--- config.mk ---
export PLATFORM = sky130hd
export DESIGN_NAME = burst_addr_seq
export DESIGN_NICKNAME = d
export VERILOG_FILES = /design/src/rtl/burst_addr_seq.sv
export SDC_FILE = /design/constraint.sdc
export NUM_CORES = 1
export LEC_CHECK = 0
export ABC_CLOCK_PERIOD_IN_PS = 1460
export BUFFER_PORTS_ARGS = -buffer_cell sky130_fd_sc_hd__buf_4
export CAP_MARGIN = 0
export CORE_ASPECT_RATIO = 0.75
export CORE_MARGIN = 5
export CORE_UTILIZATION = 35
export CTS_CLUSTER_SIZE = 24
export DETAILED_ROUTE_END_ITERATION = 8
export GPL_ROUTABILITY_DRIVEN = 0
export GPL_TIMING_DRIVEN = 0
export MAX_ROUTING_LAYER = met4
export PLACE_DENSITY = 0.64
export SLEW_MARGIN = 20
export SYNTH_ARGS = -nofsm -noshare
export SYNTH_HDL_FRONTEND = slang
export SYNTH_SLANG_ARGS = --single-unit
--- constraint.sdc ---
create_clock -name clk -period 1.46 [get_ports clk]
set_input_delay 0.292 -clock clk [delete_from_list [all_inputs] [get_ports clk]]
set_output_delay 0.292 -clock clk [all_outputs]
set_load 0.01 [all_outputs]
--- src/rtl/burst_addr_seq.sv ---
module burst_addr_seq #(
  parameter int ADDR_W = 17
) (
  input  logic              clk,
  input  logic              rst,
  input  logic [ADDR_W-1:0] addr_in,
  input  logic              proc_strb_n,
  input  logic              ctrl_strb_n,
  input  logic              adv_n,
  input  logic              ce1_n,
  input  logic              ce2,
  input  logic              ce3_n,
  input  logic              order_xor,
  output logic [ADDR_W-1:0] mem_addr,
  output logic              selected,
  output logic [1:0]        cyc_type
);
  localparam logic [1:0] CY_DESEL = 2'd0;
  localparam logic [1:0] CY_BEGIN = 2'd1;
  localparam logic [1:0] CY_CONT  = 2'd2;
  localparam logic [1:0] CY_SUSP  = 2'd3;

  logic [ADDR_W-1:0] base;
  logic [1:0]        beat;
  logic [1:0]        low;

  wire chip_en  = !ce1_n && ce2 && !ce3_n;
  wire proc_go  = !proc_strb_n && !ce1_n;
  wire load_any = proc_go || !ctrl_strb_n;

  always_ff @(posedge clk) begin
    if (rst) begin
      base     <= '0;
      beat     <= '0;
      selected <= 1'b0;
      cyc_type <= CY_DESEL;
    end else if (load_any) begin
      if (chip_en) begin
        base     <= addr_in;
        beat     <= '0;
        selected <= 1'b1;
        cyc_type <= CY_BEGIN;
      end else begin
        selected <= 1'b0;
        cyc_type <= CY_DESEL;
      end
    end else if (selected) begin
      if (!adv_n) begin
        beat     <= 2'(beat + 2'd1);
        cyc_type <= CY_CONT;
      end else begin
        cyc_type <= CY_SUSP;
      end
    end
  end

  assign low      = order_xor ? (base[1:0] ^ beat) : 2'(base[1:0] + beat);
  assign mem_addr = {base[ADDR_W-1:2], low};
endmodule

==> results of run 1 <==
-- final cells by class --
type	count	share of cell area [%]
Buffer	23	10.20
Clock buffer	4	3.618
Tap cell	38	3.125
Multi-Input combinational cell	77	31.58
Sequential cell	22	29.28
Timing Repair Buffer	45	22.20
-- worst register-to-register path, cell delays in order (launching register included) --
cell      delay (ps)
dfxtp_1          410
nand2b_1         120
or4b_1           480
a31oi_1          160
-- stage by stage --
stage / setup TNS, ps / instance area, um2 / hold WS, ps / std cells
after global placement: 0 / 1426 / 462.2 / 205
after CTS: -25.36 / 1500 / 216.0 / 209
after floorplan: 0 / 1041 / 361.4 / 122
after global routing: -46.80 / 1521 / 212.2 / 209
after detailed placement: -71.06 / 1426 / 468.8 / 205
final: -14.43 / 1521 / 220.3 / 209
-- what timing repair did --
action / 4_1_cts / 5_1_grt
setup endpoints to repair: 1 / 1
pin swaps: 2 / 2
resized for setup: 5 / 4
endpoints found under the hold margin: 0 / 0
-- metal layers --
| metal | vias up | share of wire (%) | GRT usage [%] |
|---|---|---|---|
| li1 | 518 | - | - |
| met1 | 508 | 44 | 16.22 |
| met2 | 19 | 51 | 23.39 |
| met3 | 2 | 4.1 | 2.817 |
| met4 | 0 | 0.94 | 4.737 |
| met5 | - | 0 | - |
-- synthesized netlist by cell type --
master | n | area, um2
dfxtp_1 | 22 | 440.4
a21oi_1 | 20 | 100.1
nand3_1 | 17 | 85.08
buf_4 | 15 | 112.6
o21ai_1 | 10 | 50.05
o21ai_0 | 7 | 35.03
nand2_1 | 4 | 15.01
buf_2 | 3 | 15.01
clkbuf_1 | 3 | 11.26
o221ai_1 | 2 | 17.52
xnor2_1 | 2 | 17.52
a31oi_1 | 1 | 6.260
and2_1 | 1 | 6.260
buf_6 | 1 | 11.26
clkbuf_2 | 1 | 5.000
ha_1 | 1 | 12.51
mux2_2 | 1 | 11.26
nand2b_1 | 1 | 6.260
nand3b_1 | 1 | 7.510
nor2_1 | 1 | 3.750
nor2b_1 | 1 | 6.260
nor3_1 | 1 | 5.000
nor3b_4 | 1 | 18.77
o21a_1 | 1 | 7.510
o21ai_2 | 1 | 8.760
or3_1 | 1 | 6.260
or3b_1 | 1 | 8.760
or4b_1 | 1 | 10.01
-- power by group --
group,total (W),switching (W),internal [W]
sequential,0.000623,0.00000922,0.000614
combinational,0.000190,0.0000861,0.000104
clock,0.000431,0.000191,0.000240
-- state kept, by name, indices dropped and copies added, names as in the netlist --
register and cells:
selected 1, base 17, beat 2, cyc_type 2
-- worst paths after layout --
path	startpoint	endpoint	cells after the start
worst max-delay path	beat[0]	mem_addr[1]	4
worst min-delay path	rst	beat[1]	2
worst max register to register	selected	beat[1]	3
worst min register to register	base[9]	base[9]	2
-- logic make-up (layout without fill, tap and decap cells) --
group                      Yosys count  in the layout  share of synthesized area [%]
xor gates and xnor gates             2              2                          1.683
muxes                                1              1                          1.082
buffers and inverters               23             72                          14.90
and+or+nand+nor                     31             31                          17.19
DFF                                 22             22                          42.31
AOI/OAI and AO/OA                   42             42                          21.64
adders and majority gates            1              1                          1.202
==> impl_metrics.toml, run 1 <==
[status]
status = "finished, violations left"
violations = "negative setup slack"

[cts]
post_cts_buffers = 0
cts_buffers = 3
clk_pin_slew_ps = 80
clock_path_buffers = 2
htreeDepth = 1
clk_latency_ps = 260
cts.sinks = 22
cts_tree = "yes"
postCtsHoldBufs = 0
cts-root-buf = "clkbuf_8"

[layout]
post-route-util_pct = 52.60
multi_input_area_um2 = 480.5
n_antenna_cell = 0
fillCellCount = 289
layout_common_cells = "buf_4 (60), a21oi_1 (20), dfxtp_1 (20)"
regArea_um2 = 445.4
drive_gt1_share_pct = 45.61
nets = 199
final_common_cell = "buf_4"
area_delta_synth_final_pct = 46.15

[detailed_routing]
routed_via_density = 5.010
first_iter_violations = 51
drt-pass1-iter-count = 4
drc = 0
wl_mm = 2.672
num_vias = 1047
wl_per_cell_um = 12.78
ant_nets = 0

[setup_path]
cpPeakStageDelay_ps = 370
rrSetupSlack_ps = 210
worstSetupPathType = "reg -> out"
path_cells = "ha_4 -> nor2b_4 -> xnor2_2 -> buf_4"
arrival_ps = 1180
crit_slowest_cell = "dfxtp_4"
critPathLaunchType = "register"
path_max_fanout = 5
cp_num_buf_inv = 1
cp_top_family = "flip-flops"
critical_path_required_ps = 1170
endpoint_kind = "output port"

[place]
pre_cts_slack_ps = -26.45
dp_hpwl_mm = 2.019
io_buffers = 45

[synthesis]
synth_cell_types = 28
syn_area_um2 = 1041
avgSynthCellArea_um2 = 8.533
synth_fp_nets = 149
ys_warn_count = 0
yosysSeqAreaShare_pct = 42.31
synthCells = 122
ys_seq_elements = 22

[pwr]
powerDensity_nw_per_um2 = 817.3
vdd_drop_max_v = 0.0004573
p_leak_nw = 0.6418
power_w = 0.001244

[timing]
slew_headroom_pct = 69.02
setup_viol = 1
skew_ps = 3.875
rsz0062_at_grt = "yes"
hold_viol = 0
max_freq_mhz = 678.2
tightest_slew_ps = 464.7
finalCritPeriodShare_pct = 101.0
drv_slew = 0
min_period_ps = 1474
setup_slack_ps = -14.43

[grt]
grt-ovfl-total = 0
grt_pass1_vias = 1011
antenna_found_initial = 0
grt_pass1_wl_mm = 4.519
grtUsageTotal_pct = 13.83
grt_start_max_net_pins = 13

[floorplan]
die_height_um = 57.23
pin_count = 46
coreArea_um2 = 2893
die_w_um = 72.98
rows = 17
dieArea_um2 = 4176
start_util_pct = 35.99

[hold_path]
hold_class = "in -> reg"

[job]
cap_viol_max_count = 0
No activity file was read; power rests on OpenSTA's default activity.
==> run 2: changes to the inputs <==
--- a/config.mk
+++ b/config.mk
@@ -5,6 +5,7 @@
 export SDC_FILE = /design/constraint.sdc
 export NUM_CORES = 1
 export LEC_CHECK = 0
+export ABC_AREA = 1
 export ABC_CLOCK_PERIOD_IN_PS = 1460
 export BUFFER_PORTS_ARGS = -buffer_cell sky130_fd_sc_hd__buf_4
 export CAP_MARGIN = 0
==> impl_metrics.toml, run 2 <==
[status]
status = "finished, violations left"
violations = "negative setup slack"

[grt]
use_met1_pct = 13.18
grt-ovfl-total = 0
grt_start_max_net_pins = 14
grtUsageTotal_pct = 12.45
grt.busiest_layer = "met2"
grt_pass1_wl_mm = 3.946
grt_pass1_vias = 954
met3_usage_pct = 5.282
use_met2_pct = 21.72
antenna_found_initial = 0

[setup_path]
worstSetupPathType = "reg -> out"
arrival_ps = 1170
path_max_fanout = 2
endpoint_kind = "output port"
critPathLaunchType = "register"
rrSetupSlack_ps = 420
rr_startpoint = "selected"
r2r_cells = 4
critical_path_required_ps = 1170
r2r_end = "beat[1]"

[place]
dp_hpwl_mm = 1.804
dpl.cell_count = 211
pre_cts_slack_ps = 146.0
io_buffers = 45

[timing]
max_freq_mhz = 684.9
drv_slew = 0
rsz0062_at_grt = "yes"
hold_viol = 0
holdWs_ps = 205.9
skew_ps = 5.023
min_period_ps = 1460
setup_slack_ps = -0.1477
tightest_slew_ps = 369.4
setup_viol = 1
slew_headroom_pct = 75.37
finalCritPeriodShare_pct = 100.0

[floorplan]
start_util_pct = 35.90
die_w_um = 72.90
die_height_um = 57.18
dieArea_um2 = 4168
pin_count = 46
rows = 17
coreArea_um2 = 2893

[pwr]
vdd_drop_max_v = 0.0007938
powerDensity_nw_per_um2 = 918.6
p_leak_nw = 0.7232

[synthesis]
synth-simple-area-share_pct = 23.49
yosysTopAreaCellShare_pct = 42.41
synthCells = 128
synth_area_leaders = "dfxtp_1 (42%), nor2_1 (13%), buf_4 (11%), o21ai_0 (8.7%), nand2_4 (3.3%)"
synth_top_area_cell = "dfxtp_1"
ys_seq_elements = 22
synthXorXnorAreaFrac_pct = 2.530
yosysMostFrequentCell = "nor2_1"
synth_fp_nets = 155
synth_top_family_by_area = "simple AND/OR/NAND/NOR gates"
synth-edff-count = 0
synth_compound_area_share_pct = 11.81
syn_area_um2 = 1038
synthArstFlopShare_pct = 0
synth.mux.area_fraction_pct = 0
ys_warn_count = 0
synth_cell_types = 24
yosysSeqAreaShare_pct = 42.41
synthFlopType = "dfxtp_1"
synth_common_cells = "nor2_1 (37), dfxtp_1 (22), o21ai_0 (18)"
avgSynthCellArea_um2 = 8.113
synthAdderAreaFrac_pct = 1.205

[layout]
layout.cells.non_filler = 216
largest_reg_flops = 17
regArea_um2 = 444.2
largestRegisters = "base x17, beat x2, cyc_type x2"
multi_input_area_um2 = 420.4
largest-register = "base"
post-route-util_pct = 52.72
nets = 206
drive_gt1_share_pct = 46.63
area_delta_synth_final_pct = 46.87
final_common_cell = "buf_4"
fillCellCount = 299
layout_common_cells = "buf_4 (60), nor2_1 (36), dfxtp_1 (19)"
n_antenna_cell = 0

[cts]
clk_latency_ps = 260
clock_path_buffers = 2
cts.sinks = 22
cts_tree = "yes"
htreeDepth = 1
cts-root-buf = "clkbuf_8"
clk_pin_slew_ps = 80
cts_buffers = 3

[hold_path]
hold_depth = 2
holdPathEnd = "beat[1]"
hold_class = "in -> reg"
hp-start = "rst"

[detailed_routing]
drt-pass1-iter-count = 4
first_iter_violations = 31
num_vias = 925
wl_mm = 2.298
drc = 0
routed_via_density = 4.282
ant_nets = 0
wl_per_cell_um = 10.64

[job]
cap_viol_max_count = 0
## run 2: changes by cell type after synthesis, sizes merged, moves of 2 or more
cell / change
nor2: +37
a21oi: -17
nand4: +2
o221ai: -2
inv: +9
nand3: -15
clkbuf: -3
nand2: +5
## run 2: how the worst max path moves through the flow
stage | start | to | cells after the start
2_1_floorplan | beat[0] | mem_addr[1] | 5
3_3_place_gp | beat[0] | mem_addr[1] | 6
3_5_place_dp | rst | base[1] | 5
4_1_cts | beat[0] | mem_addr[1] | 6
5_1_grt | base[0] | mem_addr[1] | 6
6_report | base[0] | mem_addr[1] | 6
## run 2: per-layer routing
| layer | wire length [um] | vias to the layer above |
|---|---|---|
| li1 | - | 489 |
| met1 | 986 | 398 |
| met2 | 1071 | 36 |
| met3 | 233 | 2 |
| met4 | 7 | 0 |
| met5 | 0 | - |
## run 2: stage by stage
step,instance area [um2],total power (W),TNS (ps)
global route,1525,0.001473,-76.45
CTS,1525,0.001430,-31.55
finish,1525,0.001401,-0.1477
detailed placement,1424,0.0008568,0
global placement,1424,0.0008521,0
floorplan,1039,0.0007522,0
## run 2: final cells by class
cell class / count / share of cell area, %
plain buffers: 19 / 10.09
clock buffers: 3 / 2.707
clock inverters: 1 / 1.969
inverters: 9 / 2.543
multi-input cells: 78 / 27.56
flip-flops and latches: 22 / 29.12
well taps: 38 / 3.117
repair buffers: 46 / 22.89
## run 2: kinds of logic (layout without fill, tap and decap cells)
| kind of cell | Yosys count | after routing |
|---|---|---|
| fa+ha+maj | 1 | 1 |
| flops | 22 | 22 |
| simple gates | 51 | 51 |
| xor+xnor | 3 | 3 |
| compound gates | 23 | 23 |
| buf+inv | 28 | 78 |
## run 2: what timing repair did
action | 4_1_cts | 5_1_grt
setup endpoints to repair | 1 | 1
hold buffers | 0 | 0
gates resized for setup | 8 | 0
pin swaps | 2 | 2
setup buffers | 1 | 0
## run 2: report_power, final
group | switching (W) | internal (W)
clock | 0.000193 | 0.000366
sequential | 0.0000121 | 0.000622
combinational | 0.0000873 | 0.000121
total | 0.000292 | 0.00111
## run 2: critical path, stage by stage, from the launching register on
cell     delay [ps]
dfxtp_2         360
ha_4            130
inv_2            30
nor2_2           80
xor2_1          130
inv_1            70
buf_6           120
==> run 3: changes to the inputs <==
--- a/config.mk
+++ b/config.mk
@@ -10,7 +10,7 @@
 export BUFFER_PORTS_ARGS = -buffer_cell sky130_fd_sc_hd__buf_4
 export CAP_MARGIN = 0
 export CORE_ASPECT_RATIO = 0.75
-export CORE_MARGIN = 5
+export CORE_MARGIN = 8
 export CORE_UTILIZATION = 35
 export CTS_CLUSTER_SIZE = 24
 export DETAILED_ROUTE_END_ITERATION = 8
==> impl_metrics.toml, run 3 (synthesis results as in run 2) <==
[layout]
regArea_um2 = 446.7
nets = 206
drive_gt1_share_pct = 46.63
largest-register = "base"
layout_common_cells = "buf_4 (60), nor2_1 (36), dfxtp_1 (19)"
multi_input_area_um2 = 420.4
area_delta_synth_final_pct = 45.54
final_area_um2 = 1511
largest_reg_flops = 17
fillCellCount = 301
n_antenna_cell = 0
final_common_cell = "buf_4"
largestRegisters = "base x17, beat x2, cyc_type x2"

[timing]
min_period_ps = 1460
finalCritPeriodShare_pct = 100.0
setup_slack_ps = -0.1317
fin_tns_setup_ps = -0.1317
hold_viol = 0
max_freq_mhz = 684.9
slew_headroom_pct = 76.34
tightest_slew_ps = 355.0
drv_slew = 0
skew_ps = 0.4152
setup_viol = 1
rsz0062_at_grt = "yes"

[detailed_routing]
wl_mm = 2.410
routed_via_density = 4.176
wl_per_cell_um = 11.16
drc = 0
ant_nets = 0
first_iter_violations = 61
num_vias = 902
drt-pass1-iter-count = 4

[floorplan]
start_util_pct = 35.90
die_height_um = 63.18
coreArea_um2 = 2893
pin_count = 46
die_w_um = 78.90
dieArea_um2 = 4985
rows = 17

[grt]
grtUsageTotal_pct = 10.01
met3_usage_pct = 3.116
antenna_found_initial = 0
grt_pass1_vias = 957
use_met1_pct = 11.42
grt_pass1_wl_mm = 4.133
grt-ovfl-total = 0
use_met2_pct = 16.51
grt.busiest_layer = "met2"
grt_start_max_net_pins = 13

[pwr]
power_w = 0.001266
vdd_drop_max_v = 0.0005603
p_leak_nw = 0.7165
powerDensity_nw_per_um2 = 837.7

[status]
status = "finished, violations left"
violations = "negative setup slack"

[cts]
cts_tree = "yes"
cts-root-buf = "clkbuf_8"
clock_path_buffers = 2
htreeDepth = 1
clk_latency_ps = 250
cts_buffers = 3
cts.sinks = 22
clk_pin_slew_ps = 80

[setup_path]
critPathLaunchType = "register"
crit_start = "base[0]"
r2r_cells = 4
rr_startpoint = "selected"
r2r_end = "beat[1]"
rrSetupSlack_ps = 420
worstSetupPathType = "reg -> out"
arrival_ps = 1170
critical_path_required_ps = 1170
endpoint_kind = "output port"
path_max_fanout = 2
critPathCapture = "mem_addr[1]"

[place]
dpl_cell_area_um2 = 1424
dp_hpwl_mm = 1.904
io_buffers = 45

[hold_path]
hold_class = "in -> reg"

[job]
cap_viol_max_count = 0
run 3: cell count changes in the layout (fill, tap and decap cells not counted), sizes merged:
cell,change
clkbuf,+1
bufinv,-1
run 3: worst min path at each step:
stage                to  depth (start not counted)  slack [ps]     start
6_report        beat[1]                          2         210       rst
5_1_grt         beat[1]                          2         210       rst
4_1_cts         beat[1]                          2         200       rst
3_5_place_dp   base[14]                          2         470  base[14]
3_3_place_gp    base[2]                          2         460   base[2]
2_1_floorplan   beat[1]                          1         350       rst
run 3: where the power goes:
part | switching, W | leakage [nW] | internal [W] | total [W]
registers | 0.0000125 | 0.181 | 0.000620 | 0.000633
logic | 0.0000872 | 0.507 | 0.000121 | 0.000208
clock network | 0.000185 | 0.0288 | 0.000240 | 0.000425
run 3: per-stage QoR:
step	setup WS (ps)	hold slack, ps	cells	utilization [%]
6_report	-0.1317	207.8	216	52.25
5_1_grt	-73.42	207.1	216	52.25
4_1_cts	-39.75	203.8	216	52.21
3_5_place_dp	133.2	473.8	211	49.22
3_3_place_gp	172.0	463.5	211	49.22
2_1_floorplan	320.7	354.4	128	-
run 3: critical path: stages, from the launching register on:
cell and delay [ps]:
dfxtp_2 360, ha_4 130, inv_2 30, nor2_2 80, xor2_1 140, inv_1 60
buf_6 110
run 3: metal layers:
layer	wire (um)	part of all wire, %
met1	1076	45
met2	1132	47
met3	173	7.2
met4	27	1.1
met5	0	0
run 3: timing repair:
action	in CTS	in global routing
setup endpoints to repair	1	1
hold buffers	0	0
pin swaps	2	2
setup buffers	1	0
gates resized for setup	8	1
run 3: area by class of cell:
cell class              instances  share of cell area, %
plain buffers                  19                  10.18
clock buffers                   4                  3.642
inverters                       9                  2.566
multi-input cells              78                  27.81
flip-flops and latches         22                  29.55
well taps                      38                  3.146
repair buffers                 46                  23.10
